===== src/rtl/fcpg_pkg.sv =====
package fcpg_pkg;
  localparam int CNT_W     = 12;
  localparam int LANE_W    = 4;
  localparam int OP_W      = 4;
  localparam int HDR_W     = OP_W + CNT_W + LANE_W + CNT_W;
  localparam int CRC_W     = 16;
  localparam int PKT_BYTES = (HDR_W + CRC_W) / 8;

  typedef enum logic [1:0] {
    ST_IDLE,
    ST_HELD,
    ST_SEND
  } gen_state_t;

  typedef struct packed {
    logic [OP_W-1:0]   opcode;
    logic [CNT_W-1:0]  sent_total;
    logic [LANE_W-1:0] lane;
    logic [CNT_W-1:0]  credit_limit;
  } fc_hdr_t;
endpackage


===== src/rtl/fcpg_crc16.sv =====
module fcpg_crc16 #(
  parameter int          DATA_W = 32,
  parameter logic [15:0] POLY   = 16'h100B,
  parameter logic [15:0] INIT   = 16'hFFFF
) (
  input  logic [DATA_W-1:0] data_i,
  output logic [15:0]       crc_o
);
  logic [15:0] acc;

  always_comb begin
    acc = INIT;
    for (int i = DATA_W - 1; i >= 0; i--) begin
      if (acc[15] ^ data_i[i]) acc = {acc[14:0], 1'b0} ^ POLY;
      else                     acc = {acc[14:0], 1'b0};
    end
    crc_o = ~acc;
  end
endmodule


===== src/rtl/fcpg_refresh_timer.sv =====
module fcpg_refresh_timer #(
  parameter int LIMIT = 65536
) (
  input  logic clk,
  input  logic rst_n,
  input  logic run_i,
  input  logic restart_i,
  output logic done_o
);
  localparam int            CW    = (LIMIT > 1) ? $clog2(LIMIT) : 1;
  localparam logic [CW-1:0] LAST  = CW'(LIMIT - 1);

  logic [CW-1:0] cnt_q, cnt_d;

  always_comb begin
    cnt_d = cnt_q;
    if (!run_i || restart_i) cnt_d = '0;
    else if (cnt_q != LAST)  cnt_d = cnt_q + 1'b1;
  end

  always_ff @(posedge clk or negedge rst_n) begin
    if (!rst_n) cnt_q <= '0;
    else        cnt_q <= cnt_d;
  end

  assign done_o = (cnt_q == LAST);


  tmr_hold_chk: assert property (@(posedge clk) disable iff (!rst_n)
    (done_o && run_i && !restart_i) |=> done_o);

  tmr_restart_chk: assert property (@(posedge clk) disable iff (!rst_n)
    (restart_i && LIMIT > 1) |=> !done_o);
endmodule


===== src/rtl/fcpg_byte_ser.sv =====
module fcpg_byte_ser #(
  parameter int NBYTES = 6
) (
  input  logic                  clk,
  input  logic                  rst_n,
  input  logic                  clr_i,
  input  logic                  adv_i,
  input  logic [8*NBYTES-1:0]   frame_i,
  output logic [7:0]            byte_o,
  output logic                  last_o
);
  localparam int            IW   = (NBYTES > 1) ? $clog2(NBYTES) : 1;
  localparam logic [IW-1:0] LAST = IW'(NBYTES - 1);

  logic [IW-1:0] idx_q, idx_d;

  always_comb begin
    idx_d = idx_q;
    if (clr_i)      idx_d = '0;
    else if (adv_i) idx_d = (idx_q == LAST) ? '0 : idx_q + 1'b1;
  end

  always_ff @(posedge clk or negedge rst_n) begin
    if (!rst_n) idx_q <= '0;
    else        idx_q <= idx_d;
  end

  always_comb begin
    byte_o = '0;
    for (int i = 0; i < NBYTES; i++) begin
      if (idx_q == IW'(i)) byte_o = frame_i[8*(NBYTES-1-i) +: 8];
    end
  end

  assign last_o = (idx_q == LAST);


  idx_range_chk: assert property (@(posedge clk) disable iff (!rst_n)
    idx_q <= LAST);

  idx_hold_chk: assert property (@(posedge clk) disable iff (!rst_n)
    (!adv_i && !clr_i) |=> $stable(idx_q));
endmodule


===== src/rtl/fc_credit_pkt_gen.sv =====
module fc_credit_pkt_gen
  import fcpg_pkg::*;
#(
  parameter logic [3:0]  OPCODE         = 4'h0,
  parameter int          REFRESH_CYCLES = 65536,
  parameter logic [15:0] CRC_POLY       = 16'h100B,
  parameter logic [15:0] CRC_INIT       = 16'hFFFF
) (
  input  logic        clk,
  input  logic        rst_n,
  input  logic        link_pkt_en,
  input  logic        gen_req,
  input  logic [11:0] fctbs,
  input  logic [11:0] fccl,
  input  logic [3:0]  vl_num,
  input  logic        byte_rd,
  output logic        pkt_ready,
  output logic [7:0]  pkt_byte,
  output logic        pkt_last
);
  localparam int FRAME_W = 8 * PKT_BYTES;

  gen_state_t         st_q, st_d;
  logic               rerun_q, rerun_d;
  logic [FRAME_W-1:0] frame_q;
  logic               load, adv, clr, handoff;
  logic               tmr_done, ser_last;
  logic [7:0]         ser_byte;
  fc_hdr_t            hdr;
  logic [CRC_W-1:0]   crc;

  assign hdr = '{opcode: OPCODE, sent_total: fctbs, lane: vl_num, credit_limit: fccl};

  fcpg_crc16 #(.DATA_W(HDR_W), .POLY(CRC_POLY), .INIT(CRC_INIT)) u_crc (
    .data_i (hdr),
    .crc_o  (crc)
  );

  fcpg_refresh_timer #(.LIMIT(REFRESH_CYCLES)) u_tmr (
    .clk       (clk),
    .rst_n     (rst_n),
    .run_i     (link_pkt_en),
    .restart_i (handoff),
    .done_o    (tmr_done)
  );

  fcpg_byte_ser #(.NBYTES(PKT_BYTES)) u_ser (
    .clk     (clk),
    .rst_n   (rst_n),
    .clr_i   (clr),
    .adv_i   (adv),
    .frame_i (frame_q),
    .byte_o  (ser_byte),
    .last_o  (ser_last)
  );

  always_comb begin
    st_d    = st_q;
    rerun_d = rerun_q;
    load    = 1'b0;
    adv     = 1'b0;
    clr     = 1'b0;
    handoff = 1'b0;
    if (!link_pkt_en) begin
      st_d    = ST_IDLE;
      rerun_d = 1'b0;
      clr     = 1'b1;
    end else begin
      case (st_q)
        ST_IDLE: begin
          if (gen_req || tmr_done) begin
            load = 1'b1;
            clr  = 1'b1;
            st_d = ST_HELD;
          end
        end
        ST_HELD: begin
          if (byte_rd) begin
            adv     = 1'b1;
            st_d    = ST_SEND;
            rerun_d = gen_req;
          end else if (gen_req) begin
            load = 1'b1;
          end
        end
        ST_SEND: begin
          if (gen_req) rerun_d = 1'b1;
          if (byte_rd) begin
            adv = 1'b1;
            if (ser_last) begin
              handoff = 1'b1;
              if (rerun_q || gen_req) begin
                load    = 1'b1;
                rerun_d = 1'b0;
                st_d    = ST_HELD;
              end else begin
                st_d = ST_IDLE;
              end
            end
          end
        end
        default: st_d = ST_IDLE;
      endcase
    end
  end

  always_ff @(posedge clk or negedge rst_n) begin
    if (!rst_n) begin
      st_q    <= ST_IDLE;
      rerun_q <= 1'b0;
    end else begin
      st_q    <= st_d;
      rerun_q <= rerun_d;
    end
  end

  always_ff @(posedge clk or negedge rst_n) begin
    if (!rst_n)    frame_q <= '0;
    else if (load) frame_q <= {hdr, crc};
  end

  assign pkt_ready = (st_q != ST_IDLE);
  assign pkt_byte  = pkt_ready ? ser_byte : 8'h00;
  assign pkt_last  = pkt_ready && ser_last;


  en_gate_chk: assert property (@(posedge clk) disable iff (!rst_n)
    !link_pkt_en |=> !pkt_ready);

  rise_cause_chk: assert property (@(posedge clk) disable iff (!rst_n)
    $rose(pkt_ready) |-> $past(gen_req || tmr_done));

  frame_hold_chk: assert property (@(posedge clk) disable iff (!rst_n)
    (st_q == ST_SEND && link_pkt_en && !(byte_rd && ser_last)) |=> $stable(frame_q));

  last_drop_chk: assert property (@(posedge clk) disable iff (!rst_n)
    (pkt_last && byte_rd && link_pkt_en && !gen_req && !rerun_q) |=> !pkt_ready);

  rerun_keep_chk: assert property (@(posedge clk) disable iff (!rst_n)
    (pkt_last && byte_rd && link_pkt_en && rerun_q) |=> (pkt_ready && !pkt_last));
endmodule


===== config.mk =====
export PLATFORM = sky130hd
export DESIGN_NAME = fc_credit_pkt_gen
export DESIGN_NICKNAME = d
export VERILOG_FILES = /design/src/rtl/fcpg_pkg.sv /design/src/rtl/fcpg_crc16.sv /design/src/rtl/fcpg_refresh_timer.sv /design/src/rtl/fcpg_byte_ser.sv /design/src/rtl/fc_credit_pkt_gen.sv
export SDC_FILE = /design/constraint.sdc
export NUM_CORES = 1
export LEC_CHECK = 0
export BUFFER_PORTS_ARGS = -buffer_cell sky130_fd_sc_hd__buf_2
export CAP_MARGIN = 20
export CORE_ASPECT_RATIO = 1.4
export CORE_MARGIN = 2
export CORE_UTILIZATION = 35
export CTS_BUF_LIST = sky130_fd_sc_hd__clkbuf_4
export DETAILED_ROUTE_END_ITERATION = 6
export PLACE_DENSITY = 0.53
export SYNTH_ARGS = -nofsm -noshare
export SYNTH_HDL_FRONTEND = slang
export SYNTH_HIERARCHICAL = 1
export SYNTH_SLANG_ARGS = --single-unit

===== constraint.sdc =====
create_clock -name clk -period 8.12 [get_ports clk]
set_input_delay 1.624 -clock clk [delete_from_list [all_inputs] [get_ports clk]]
set_output_delay 1.624 -clock clk [all_outputs]
set_load 0.03 [all_outputs]

==> impl_metrics.json <==
{
  "dr.pass1.iters": 4,
  "drc": 0,
  "hp-class": "reg2reg",
  "grt.total_usage": 0.181,
  "finalCritPeriodShare": 0.552,
  "clock_path_buffers": 2,
  "die_y_um": 144,
  "cts_tree": "built",
  "n_antenna_cell": 0,
  "worstPathRequired_ns": 6.50,
  "crit_slowest_cell": "dfrtp_1",
  "drtIter0Drc": 143,
  "worstPathMaxFanout": 22,
  "maxSlewViolCount": 0,
  "cp_cell_sequence": "and2_1 > ha_1 > nor2_1 > o21ai_0 > o221ai_1 > nor2b_1 > buf_2",
  "globalplace.congestion": 0.852,
  "layout-drive-gt1-share": 0.246,
  "overflow": 0,
  "ys_types": 59,
  "relSlewSlack": 0.407,
  "cap_violations": 0,
  "period_minus_slack_ns": 4.48,
  "criticalPathCategory": "reg2out",
  "grtUsageMet2": 0.351,
  "synthToLayoutAreaGrowth_pct": 10.6,
  "post-place-ws_ns": 3.97,
  "via_per_inst": 5.06,
  "hold_viol": 0,
  "clkTransAtPathRegs_ns": 0.13,
  "hpwlAfterDp_mm": 9.83,
  "regArea_um2": 1650,
  "yosysSeqAreaShare": 0.337,
  "critPathLaunchType": "register",
  "cts.sinks": 66,
  "core.rowCount": 51,
  "vdd_ir_drop_max_v": 0.000130,
  "syn_avg_cell_area_um2": 11.1,
  "grt_setup_unrepaired": "false",
  "h-tree-depth": 3,
  "layout_common_cells": "dfrtp_1, xnor2_1, buf_2",
  "dieArea_um2": 15000,
  "setup_viol": 0,
  "crit_path_end_kind": "primary output",
  "yosysWarnings": 6,
  "place_area_um2": 5290,
  "cts_setup_buffers": 0,
  "fin_ws_ns": 3.64,
  "leakagePower_nw": 2.27,
  "wire_per_inst_um": 18.8,
  "met3_usage": 0.0279,
  "fmax_mhz": 223,
  "io_pins": 43,
  "syn_area_um2": 4900,
  "postRouteAntennaNets": 0,
  "die_w_um": 104,
  "crit_arrival_ns": 2.86,
  "grt_use_met1": 0.188,
  "ctsResizeCount": 0,
  "final_util": 0.394,
  "cts_root_buf": "clkbuf_4",
  "finalPower_mw": 1.90,
  "insertion_delay_ns": 0.43,
  "start_util": 0.356,
  "wl_mm": 12.8,
  "n_fill_cell": 1418,
  "stdcell_area_um2": 5430,
  "netlist_instances": 442,
  "tightestPinTransition_ns": 0.889,
  "max_stage_delay_ns": 0.70,
  "synth-edff-count": 0,
  "port_buffers": 42,
  "clock_skew_ns": 0.0190,
  "nets": 531,
  "synthArstFlopShare": 1.00,
  "grt_pass1_vias": 3615,
  "powerDensity_nw_per_um2": 350,
  "ctsHoldBuffers": 0,
  "synth_flop_cell": "dfrtp_1",
  "busiest_layer": "met2",
  "multi_input_area_um2": 3150,
  "antenna_found_initial": 1,
  "status": "completed",
  "cts_buffers": 9,
  "setup_tns_ns": 0,
  "grt_pass1_wl_mm": 20.4,
  "ys_ff_latch": 66,
  "final_common_cell": "dfrtp_1",
  "grt_start_max_net_pins": 67,
  "coreArea_um2": 13800,
  "vias": 3445
}
[final cells by class]
type,count,share of cell area
multi-input combinational,363,0.581
timing repair buffer,44,0.0415
inverter,7,0.00484
tap,185,0.0427
sequential,66,0.304
clock buffer,9,0.0125
clock inverter,7,0.0127
[metrics by stage]
step           hold WS, ns  cells
2_1_floorplan        0.458    458
3_3_place_gp         0.498    665
3_5_place_dp         0.497    665
4_1_cts              0.530    681
5_1_grt              0.550    681
6_report             0.527    681
[flip-flops by register name, indices dropped and copies added (netlist names)]
register     cells
frame_q         44
u_tmr/cnt_q     16
u_ser/idx_q      3
st_q             2
rerun_q          1
[critical path: cells and delay by family, from the launching register on]
kind,cells,cell delay (ns)
adders and majority gates,1,0.29
buffers and inverters,1,0.23
and+or+nand+nor,3,0.86
AOI/OAI and AO/OA,2,0.36
DFF,1,0.70
[routing by layer]
layer / up-vias / wire length (um)
met5: - / 8
li1: 1667 / -
met4: 2 / 537
met1: 1700 / 4900
met3: 24 / 294
met2: 52 / 7040
[final timing paths]
path | start | endpoint | slack, ns | depth (start not counted)
max | u_ser/idx_q[0]$_DFFE_PN0P_ | pkt_byte[4] | 3.64 | 7
min | frame_q[0]$_DFFE_PN0P_ | frame_q[0]$_DFFE_PN0P_ | 0.53 | 1
max reg2reg | u_ser/idx_q[2]$_DFFE_PN0P_ | frame_q[31]$_DFFE_PN0P_ | 4.74 | 7
min reg2reg | frame_q[0]$_DFFE_PN0P_ | frame_q[0]$_DFFE_PN0P_ | 0.53 | 1
max in group asynchronous | rst_n | u_tmr/cnt_q[0]$_DFFE_PN0P_ | 6.15 | 2
min in group asynchronous | rst_n | frame_q[17]$_DFFE_PN0P_ | 1.37 | 2
[cell usage after synthesis, drive strengths merged (7+ instances only)]
master	n	area [um^2]
o21ai	17	88.8
inv	7	26.3
ha	7	87.6
nor2	16	62.6
nor2b	12	75.1
dfrtp	66	1650
xor2	23	224
clkbuf	7	26.3
buf	15	106
a211oi	9	67.6
mux2i	12	120
a21oi	9	45.0
xnor2	63	608
nand2	16	60.1
xnor3	16	365
nand3	16	80.1
nand2b	11	68.8
o221ai	8	70.1
nor3b	8	60.1
and3b	8	70.1
mux2	45	507
[power breakdown]
| part | internal, mW | switching, mW | leakage [nW] | total (mW) |
|---|---|---|---|---|
| clock | 0.0933 | 0.135 | 0.0737 | 0.228 |
| sequential | 0.452 | 0.126 | 0.820 | 0.578 |
| combinational | 0.556 | 0.538 | 1.38 | 1.09 |
[kinds of logic after synthesis]
group | share of synthesized area
AO/OA/AOI/OAI | 0.0855
XOR/XNOR | 0.254
adder cells (fa/ha/maj) | 0.0179
buffers and inverters | 0.0324
flip-flops | 0.337
multiplexers | 0.128
other | 0.000765
AND/OR/NAND/NOR | 0.145
Power figures use the tool's default switching activity.
